<file path="config.mk">
export PLATFORM = sky130hd
export DESIGN_NAME = mul_r4_top
export DESIGN_NICKNAME = d
export VERILOG_FILES = /design/src/rtl/mul_r4_pkg.sv /design/src/rtl/mul_cmp42.sv /design/src/rtl/mul_cmp_tree.sv /design/src/rtl/mul_booth_pp.sv /design/src/rtl/mul_r4_top.sv
export SDC_FILE = /design/constraint.sdc
export NUM_CORES = 2
export LEC_CHECK = 0
export BUFFER_PORTS_ARGS = -buffer_cell sky130_fd_sc_hd__buf_4
export CORE_MARGIN = 3
export CORE_UTILIZATION = 34
export DETAILED_ROUTE_END_ITERATION = 10
export SYNTH_ARGS = -nofsm -noshare
export SYNTH_HDL_FRONTEND = slang
export SYNTH_SLANG_ARGS = --single-unit
export TNS_END_PERCENT = 30
</file>
<file path="constraint.sdc">
create_clock -name clk_i -period 11.38 [get_ports clk_i]
set_clock_uncertainty 0.15 [all_clocks]
set_input_delay 2.276 -clock clk_i [delete_from_list [all_inputs] [get_ports clk_i]]
set_output_delay 2.276 -clock clk_i [all_outputs]
set_load 0.02 [all_outputs]
</file>
<file path="src/rtl/mul_r4_pkg.sv">
package mul_r4_pkg;
  localparam int XLEN   = 32;
  localparam int EXT_W  = XLEN + 2;
  localparam int PROD_W = 2 * XLEN;
  localparam int N_PP   = EXT_W / 2;
  localparam int N_ROWS = N_PP + 1;

  typedef enum logic [1:0] {
    OP_LO    = 2'd0,
    OP_HI_SS = 2'd1,
    OP_HI_SU = 2'd2,
    OP_HI_UU = 2'd3
  } mul_op_e;

  // rows left after lv levels of 4:2 reduction
  function automatic int rows_after(input int n, input int lv);
    int r;
    r = n;
    for (int i = 0; i < lv; i++) r = 2 * (r / 4) + (r % 4);
    return r;
  endfunction

  function automatic int levels_to_two(input int n);
    int r;
    int lv;
    r = n;
    lv = 0;
    while (r > 2) begin
      r = 2 * (r / 4) + (r % 4);
      lv++;
    end
    return lv;
  endfunction
endpackage

</file>
<file path="src/rtl/mul_cmp42.sv">
module mul_cmp42 #(
  parameter int W = 64
) (
  input  logic [W-1:0] a_i,
  input  logic [W-1:0] b_i,
  input  logic [W-1:0] c_i,
  input  logic [W-1:0] d_i,
  output logic [W-1:0] sum_o,
  output logic [W-1:0] carry_o
);
  logic [W-1:0] s1, c1, cin;

  assign s1      = a_i ^ b_i ^ c_i;
  assign c1      = (a_i & b_i) | (a_i & c_i) | (b_i & c_i);
  assign cin     = {c1[W-2:0], 1'b0};
  assign sum_o   = s1 ^ d_i ^ cin;
  assign carry_o = {((s1[W-2:0] & d_i[W-2:0]) | (s1[W-2:0] & cin[W-2:0]) |
                     (d_i[W-2:0] & cin[W-2:0])), 1'b0};
endmodule

</file>
<file path="src/rtl/mul_cmp_tree.sv">
module mul_cmp_tree
  import mul_r4_pkg::*;
#(
  parameter int W     = 64,
  parameter int N_IN  = 18,
  parameter int N_LVL = 2,
  parameter int N_OUT = rows_after(N_IN, N_LVL)
) (
  input  logic [W-1:0] rows_i [N_IN],
  output logic [W-1:0] rows_o [N_OUT]
);
  for (genvar l = 0; l <= N_LVL; l++) begin : g_lvl
    localparam int NR = rows_after(N_IN, l);
    logic [W-1:0] r [NR];
    if (l == 0) begin : g_in
      for (genvar k = 0; k < NR; k++) begin : g_cp
        assign r[k] = rows_i[k];
      end
    end else begin : g_red
      localparam int NP = rows_after(N_IN, l - 1);
      localparam int NG = NP / 4;
      for (genvar g = 0; g < NG; g++) begin : g_c
        mul_cmp42 #(.W(W)) u_c (
          .a_i    (g_lvl[l-1].r[4*g]),
          .b_i    (g_lvl[l-1].r[4*g+1]),
          .c_i    (g_lvl[l-1].r[4*g+2]),
          .d_i    (g_lvl[l-1].r[4*g+3]),
          .sum_o  (r[2*g]),
          .carry_o(r[2*g+1])
        );
      end
      for (genvar k = 0; k < NP % 4; k++) begin : g_pass
        assign r[2*NG+k] = g_lvl[l-1].r[4*NG+k];
      end
    end
  end

  for (genvar k = 0; k < N_OUT; k++) begin : g_out
    assign rows_o[k] = g_lvl[N_LVL].r[k];
  end
endmodule

</file>
<file path="src/rtl/mul_booth_pp.sv">
module mul_booth_pp
  import mul_r4_pkg::*;
(
  input  logic [EXT_W-1:0]  a_i,
  input  logic [EXT_W-1:0]  b_i,
  output logic [PROD_W-1:0] rows_o [N_ROWS]
);
  logic [PROD_W-1:0] a_sx;
  logic [N_PP-1:0]   neg;

  assign a_sx = {{(PROD_W-EXT_W){a_i[EXT_W-1]}}, a_i};

  for (genvar i = 0; i < N_PP; i++) begin : g_pp
    logic [2:0]        trip;
    logic              one, two;
    logic [PROD_W-1:0] mag, sel;

    if (i == 0) begin : g_lsb
      assign trip = {b_i[1], b_i[0], 1'b0};
    end else begin : g_mid
      assign trip = b_i[2*i+1:2*i-1];
    end

    assign one    = trip[0] ^ trip[1];
    assign two    = (trip == 3'b011) || (trip == 3'b100);
    assign neg[i] = trip[2] & ~(trip[1] & trip[0]);
    assign mag    = one ? a_sx : (two ? {a_sx[PROD_W-2:0], 1'b0} : '0);
    assign sel    = neg[i] ? ~mag : mag;
    // -(m*4^i) = (~m)*4^i + 4^i ; the +4^i goes into the correction row
    assign rows_o[i] = sel << (2 * i);
  end

  always_comb begin
    rows_o[N_PP] = '0;
    for (int i = 0; i < N_PP; i++) rows_o[N_PP][2*i] = neg[i];
  end
endmodule

</file>
<file path="src/rtl/mul_r4_top.sv">
module mul_r4_top
  import mul_r4_pkg::*;
#(
  parameter int TAG_W    = 6,
  parameter int ST1_LVLS = 2
) (
  input  logic             clk_i,
  input  logic             rst_ni,
  input  logic             flush_i,
  input  logic             valid_i,
  input  logic [1:0]       op_i,
  input  logic [XLEN-1:0]  rs1_i,
  input  logic [XLEN-1:0]  rs2_i,
  input  logic [TAG_W-1:0] tag_i,
  output logic             valid_o,
  output logic [TAG_W-1:0] tag_o,
  output logic [XLEN-1:0]  result_o
);
  localparam int TOT_LVLS = levels_to_two(N_ROWS);
  localparam int ST2_LVLS = TOT_LVLS - ST1_LVLS;
  localparam int N_MID    = rows_after(N_ROWS, ST1_LVLS);

  mul_op_e          op;
  logic             a_sgn, b_sgn;
  logic [EXT_W-1:0] a_ext, b_ext;

  assign op    = mul_op_e'(op_i);
  assign a_sgn = (op != OP_HI_UU);
  assign b_sgn = (op == OP_LO) || (op == OP_HI_SS);
  assign a_ext = {{2{a_sgn & rs1_i[XLEN-1]}}, rs1_i};
  assign b_ext = {{2{b_sgn & rs2_i[XLEN-1]}}, rs2_i};

  logic [PROD_W-1:0] pp_rows  [N_ROWS];
  logic [PROD_W-1:0] mid_rows [N_MID];
  logic [PROD_W-1:0] mid_q    [N_MID];
  logic [PROD_W-1:0] fin_rows [2];

  mul_booth_pp u_pp (
    .a_i   (a_ext),
    .b_i   (b_ext),
    .rows_o(pp_rows)
  );

  mul_cmp_tree #(.W(PROD_W), .N_IN(N_ROWS), .N_LVL(ST1_LVLS)) u_tree1 (
    .rows_i(pp_rows),
    .rows_o(mid_rows)
  );

  // stage 1 register
  logic             s1_vld_q;
  mul_op_e          s1_op_q;
  logic [TAG_W-1:0] s1_tag_q;

  always_ff @(posedge clk_i or negedge rst_ni) begin
    if (!rst_ni) s1_vld_q <= 1'b0;
    else         s1_vld_q <= valid_i & ~flush_i;
  end

  always_ff @(posedge clk_i) begin
    s1_op_q  <= op;
    s1_tag_q <= tag_i;
    for (int k = 0; k < N_MID; k++) mid_q[k] <= mid_rows[k];
  end

  mul_cmp_tree #(.W(PROD_W), .N_IN(N_MID), .N_LVL(ST2_LVLS)) u_tree2 (
    .rows_i(mid_q),
    .rows_o(fin_rows)
  );

  logic [PROD_W-1:0] prod;
  logic [XLEN-1:0]   res_d;

  assign prod  = fin_rows[0] + fin_rows[1];
  assign res_d = (s1_op_q == OP_LO) ? prod[XLEN-1:0] : prod[PROD_W-1:XLEN];

  // output register
  always_ff @(posedge clk_i or negedge rst_ni) begin
    if (!rst_ni) valid_o <= 1'b0;
    else         valid_o <= s1_vld_q & ~flush_i;
  end

  always_ff @(posedge clk_i) begin
    tag_o    <= s1_tag_q;
    result_o <= res_d;
  end

  a_r5_accept: assert property (@(posedge clk_i) disable iff (!rst_ni)
    (valid_i && !flush_i) |=> s1_vld_q);
  a_r5_out_has_source: assert property (@(posedge clk_i) disable iff (!rst_ni)
    valid_o |-> $past(s1_vld_q));
  a_r8_flush_stage: assert property (@(posedge clk_i) disable iff (!rst_ni)
    flush_i |=> !s1_vld_q);
  a_r8_flush_out: assert property (@(posedge clk_i) disable iff (!rst_ni)
    flush_i |=> !valid_o);
  a_r7_tag_follow: assert property (@(posedge clk_i) disable iff (!rst_ni)
    (s1_vld_q && !flush_i) |=> (tag_o == $past(s1_tag_q)));
endmodule

</file>
=== Word level (Yosys, flattened, before mapping) ===
Index checks and enable logic that the tools add are counted.

* Add/sub/neg operators: 1
* Eq/ne operators: 35
* Multiplexer cells: 52
* Bitwise logic cells: 198
* Reduce and logical (&&, ||, !) cells: 19

{| class="wikitable"
|+ Operator list
! kind !! number
|-
| $and A63 B63 Y63 || 46
|-
| $or A63 B63 Y63 || 32
|-
| $xor A64 B64 Y64 || 31
|-
| $mux W64 || 3
|-
| $mux W62 || 3
|-
| $mux W60 || 3
|-
| $mux W58 || 3
|-
| $mux W56 || 3
|-
| $mux W54 || 3
|-
| $mux W52 || 3
|-
| $mux W50 || 3
|-
| $mux W48 || 3
|-
| $mux W46 || 3
|-
| $mux W44 || 3
|-
| $mux W32 || 4
|-
| $mux W42 || 3
|-
| $mux W40 || 3
|-
| $mux W38 || 3
|-
| $mux W36 || 3
|-
| $mux W34 || 3
|-
| $add A64 B64 Y64 || 1
|-
| $not A64 Y64 || 1
|-
| $xor A64 B33 Y64 || 1
|-
| $and A33 B63 Y63 || 1
|-
| 27 further kinds || 140
|}

* Flip-flop bits (word level): 351
* Input port bits: 76
* Output and inout bits: 39
* Logic and storage cells: 317

=== Longest topological paths before layout ===
* Word-level depth: 18
* Depth in mapped cells: 19
* Depth with buffers taken out: 18

=== Hierarchy ===
Synthesis repeated with hierarchy kept, for this count alone.

* Cell total of the unflattened synthesis: 6113
* Area total of the unflattened synthesis: 62008.2 sq um

{| class="wikitable"
|+ Modules (own cells, without submodules)
! module !! times used !! cells an instance !! area each (sq um) !! sequential area each (sq um)
|-
| mul_booth_pp || 1 || 3880 || 27756.6 || 0.0
|-
| mul_cmp42 || 8 || 131 || 2566.2 || 0.0
|-
| mul_r4_top || 1 || 1057 || 12761.0 || 8658.3
|-
| mul_cmp_tree at u_tree1 || 1 || 128 || 960.9 || 0.0
|}

=== Worst setup path before layout ===
Ideal clock, no wire load.

* Kind: input -> register
* From: input port rs2_i[1]
* To: register mid_q[367] in the netlist's numbering
* Library setup time: 0.131 ns
* Arrival: 6.286 ns
* Path slack: 4.813 ns
* Stages on the path: 13
* Cell sequence: clkbuf_1 > inv_1 > ha_1 > clkbuf_1 > clkbuf_1 > o21ai_0 > o21ai_0 > a21oi_1 > fa_1 > fa_1 > inv_1 > fa_1 > fa_1

{| class="wikitable"
|+ RTL lines
! item !! line !! text
|-
| start: declaration || mul_r4_top.sv:13 || <nowiki>input logic [XLEN-1:0] rs2_i,</nowiki>
|-
| end: declaration || mul_r4_top.sv:35 || <nowiki>logic [PROD_W-1:0] mid_q [N_MID];</nowiki>
|}

=== Final worst setup path ===
* From: input port rs2_i[1]
* To: register mid_q[382] in the netlist's numbering

* Longest elaborated chain between the ends: 16
* Elaborated cells on any way between the ends: 39

{| class="wikitable"
|+ Ends and longest elaborated chain
! item !! line !! text
|-
| $eq A3 B2 Y1 or $eq A3 B3 Y1 (tied branches) || mul_booth_pp.sv:25 || <nowiki>assign two = (trip == 3'b011) || (trip == 3'b100);</nowiki>
|-
| $logic_or A1 B1 Y1 || mul_booth_pp.sv:25 ||
|-
| $mux W62 (2 in a row) || mul_booth_pp.sv:27 || <nowiki>assign mag = one ? a_sx : (two ? {a_sx[PROD_W-2:0], 1'b0} : '0);</nowiki>
|-
| $not A62 Y62 || mul_booth_pp.sv:28 || <nowiki>assign sel = neg[i] ? ~mag : mag;</nowiki>
|-
| $mux W62 || mul_booth_pp.sv:28 ||
|-
| $and A63 B63 Y63 || mul_cmp42.sv:14 || <nowiki>assign c1 = (a_i & b_i) | (a_i & c_i) | (b_i & c_i);</nowiki>
|-
| $or A63 B63 Y63 (2 in a row) || mul_cmp42.sv:14 ||
|-
| $and A63 B63 Y63 || mul_cmp42.sv:17 || <nowiki>assign carry_o = {((s1[W-2:0] & d_i[W-2:0]) | (s1[W-2:0] & cin[W-2:0]) |</nowiki>
|-
| $or A63 B63 Y63 (2 in a row) || mul_cmp42.sv:17 ||
|-
| $xor A64 B64 Y64 or $and A63 B63 Y63 (tied branches) || mul_cmp42.sv:13, mul_cmp42.sv:14 ||
|-
| $xor A64 B64 Y64 or $or A63 B63 Y63 (tied branches) || mul_cmp42.sv:13, mul_cmp42.sv:14 ||
|-
| $xor A64 B64 Y64 or $or A63 B63 Y63 (tied branches) || mul_cmp42.sv:16, mul_cmp42.sv:14 ||
|-
| $xor A64 B64 Y64 (*) || mul_cmp42.sv:16 || <nowiki>assign sum_o = s1 ^ d_i ^ cin;</nowiki>
|}

Every way passes the cells marked *; elsewhere a longest branch is shown, timed or not.

==> flow_summary.json <==
{
  "via_count": 27300,
  "fin_nets": 4483,
  "place_area_sq_um": 37500,
  "multi_input_area_sq_um": 26900,
  "max_slew.worst_pin.slew_ns": 1.21,
  "clkLatencyLatePin_ns": 0.58,
  "portBuffers": 114,
  "cpMaxStageDelayCell": "ha_1",
  "drcViolationCount": 0,
  "cap_viol_max_count": 0,
  "postLayoutCellArea_sq_um": 38800,
  "yosysWarningCount": 0,
  "antenna_found_initial": 6,
  "core_region_area_sq_um": 104000,
  "ys_ff_latch": 280,
  "path_cells": "buf_4 -> inv_1 -> ha_1 -> nor2_1 -> o21a_1 -> a21oi_1 -> fa_1 -> fa_1 -> inv_1 -> fa_1 -> fa_1",
  "cp.arrival_ns": 6.92,
  "hold_class": "register to register",
  "std_cell_rows": 118,
  "start_kind": "input port",
  "htreeDepth": 2,
  "synth_edf_count": 0,
  "crit_buf_inv": 3,
  "cts_buffers": 36,
  "yosysTopAreaCellShare_pct": 30.9,
  "final_layout_size_suffix_gt1_share_pct": 7.23,
  "period_needed_ns": 6.63,
  "dp_hpwl_mm": 80.8,
  "synth_cells": 3789,
  "status": "finished, final reports clean",
  "crit_type": "input port to register",
  "clock_path_buffers": 3,
  "max_freq_mhz": 151,
  "synth_largest_area_cell": "fa_1",
  "rsz0062_at_grt": "no",
  "synth_nets": 4647,
  "grt_pass1_wl_mm": 174,
  "hold_viol_final": 0,
  "avgSynthCellArea_sq_um": 9.44,
  "synth.most_common_cell": "inv_1",
  "cts_tree": "built",
  "postCtsSetupBuffers": 0,
  "ctsHoldBuffers": 0,
  "syn_to_final_growth_pct": 8.45,
  "viasPerCell": 5.42,
  "cp.required_ns": 11.67,
  "cp_common_cell": "fa_1",
  "setup_tns_ns": 0,
  "synth_common_cells": "inv_1, fa_1, a22oi_1",
  "start_util_pct": 34.4,
  "ys_seq_area_share_pct": 15.7,
  "totalWireLength_mm": 112,
  "synth_flop_cell": "dfxtp_1",
  "die_area_sq_um": 109000,
  "grt.total_usage_pct": 20.7,
  "first_iter_violations": 3144,
  "dpl.cell_count": 4967,
  "wl_per_cell_um": 22.3,
  "io_pins": 115,
  "seq_area_sq_um": 5620,
  "die_height_um": 330,
  "nFillCells": 10500,
  "drt_pass1_iterations": 6,
  "worst_setup_path_end_kind": "register",
  "synth_area_sq_um": 35800,
  "root_buffer": "clkbuf_16",
  "grt_overflow": 0,
  "gp_congestion": 0.909,
  "ys_async_sr_fraction_pct": 0.714,
  "grt_max_degree": 51,
  "cp_top_family": "adder cells",
  "period_share_pct": 58.3,
  "finalSetupViolations": 0,
  "netlist-cell-type-count": 69,
  "worst_path_largest_cell_delay_ns": 0.67,
  "layout.cells.non_filler": 5036,
  "clock-sinks": 280,
  "cts_resized": 0,
  "die_w_um": 330,
  "maxSlewHeadroom_pct": 19.5,
  "drv_slew": 0,
  "path_clk_slew_ns": 0.06,
  "worstPathMaxFanout": 39,
  "ys_top_cells_by_area": "fa_1, dfxtp_1, a22oi_1, ha_1, xnor2_1",
  "ant_nets": 0,
  "grt_pass1_vias": 28400
}
-- layout by cell type, fill, tap and decap left out, drive strengths merged, types with 41 or more instances in the layout --
master	instances
dfxtp	278
and3	41
o21ai	91
xnor2	303
nand2	107
xor2	278
ha	229
buf	146
nor2	126
a22oi	466
inv	561
clkbuf	45
a21oi	161
fa	553
-- registers in the layout, summed over array words and instances (netlist names) --
name      flops
tag_o         6
s1_tag_q      6
result_o     32
mid_q       232
s1_vld_q      1
s1_op_q       2
valid_o       1
-- final timing paths --
path                       cells past startpoint  slack [ns]         from           end
setup / recovery                              11        4.75     rs2_i[1]    mid_q[382]
hold / removal                                 0        0.17  s1_tag_q[2]      tag_o[2]
setup reg to reg                              16        5.90   mid_q[382]  result_o[29]
hold reg to reg                                0        0.17  s1_tag_q[2]      tag_o[2]
max in group asynchronous                      1        9.65       rst_ni      s1_vld_q
min in group asynchronous                      1        1.34       rst_ni       valid_o
-- logic make-up after synthesis --
| kind of cell | count (synthesis) | synth area share, % |
|---|---|---|
| compound gates | 840 | 16.0 |
| xor+xnor | 581 | 14.2 |
| fa+ha+maj | 782 | 38.9 |
| buf+inv | 908 | 9.55 |
| flops | 280 | 15.7 |
| mux | 19 | 0.531 |
| other cells | 1 | 0.0105 |
| simple gates | 378 | 5.01 |
-- per-layer routing --
| layer | vias up | GRT usage, % | part of all wire [%] |
|---|---|---|---|
| met5 | - | 0.577 | 0.073 |
| met4 | 2 | 6.16 | 3.2 |
| met3 | 202 | 4.51 | 9.8 |
| met2 | 1380 | 31.9 | 44 |
| met1 | 13700 | 28.9 | 43 |
| li1 | 12000 | - | - |
-- area by class of cell --
class | count | share of cell area, %
Tap cell | 1380 | 4.45
Clock buffer | 45 | 2.57
Antenna cell | 4 | 0.0258
Timing Repair Buffer | 146 | 2.82
Multi-Input combinational cell | 2601 | 69.4
Clock inverter | 20 | 0.806
Sequential cell | 280 | 14.5
Inverter | 560 | 5.42
-- through the flow --
| step | hold WS [ns] | worst slack (ns) | util (%) |
|---|---|---|---|
| after floorplan | 0.160 | 4.81 | - |
| after global placement | 0.160 | 4.25 | 36.1 |
| after detailed placement | 0.163 | 4.16 | 36.1 |
| after CTS | 0.177 | 4.76 | 37.3 |
| after global routing | 0.183 | 4.47 | 37.3 |
| final | 0.173 | 4.75 | 37.3 |
Power is left out: the tool's default activity adds up to more than one toggle a clock period on the data nets, which glitch-free logic cannot reach.
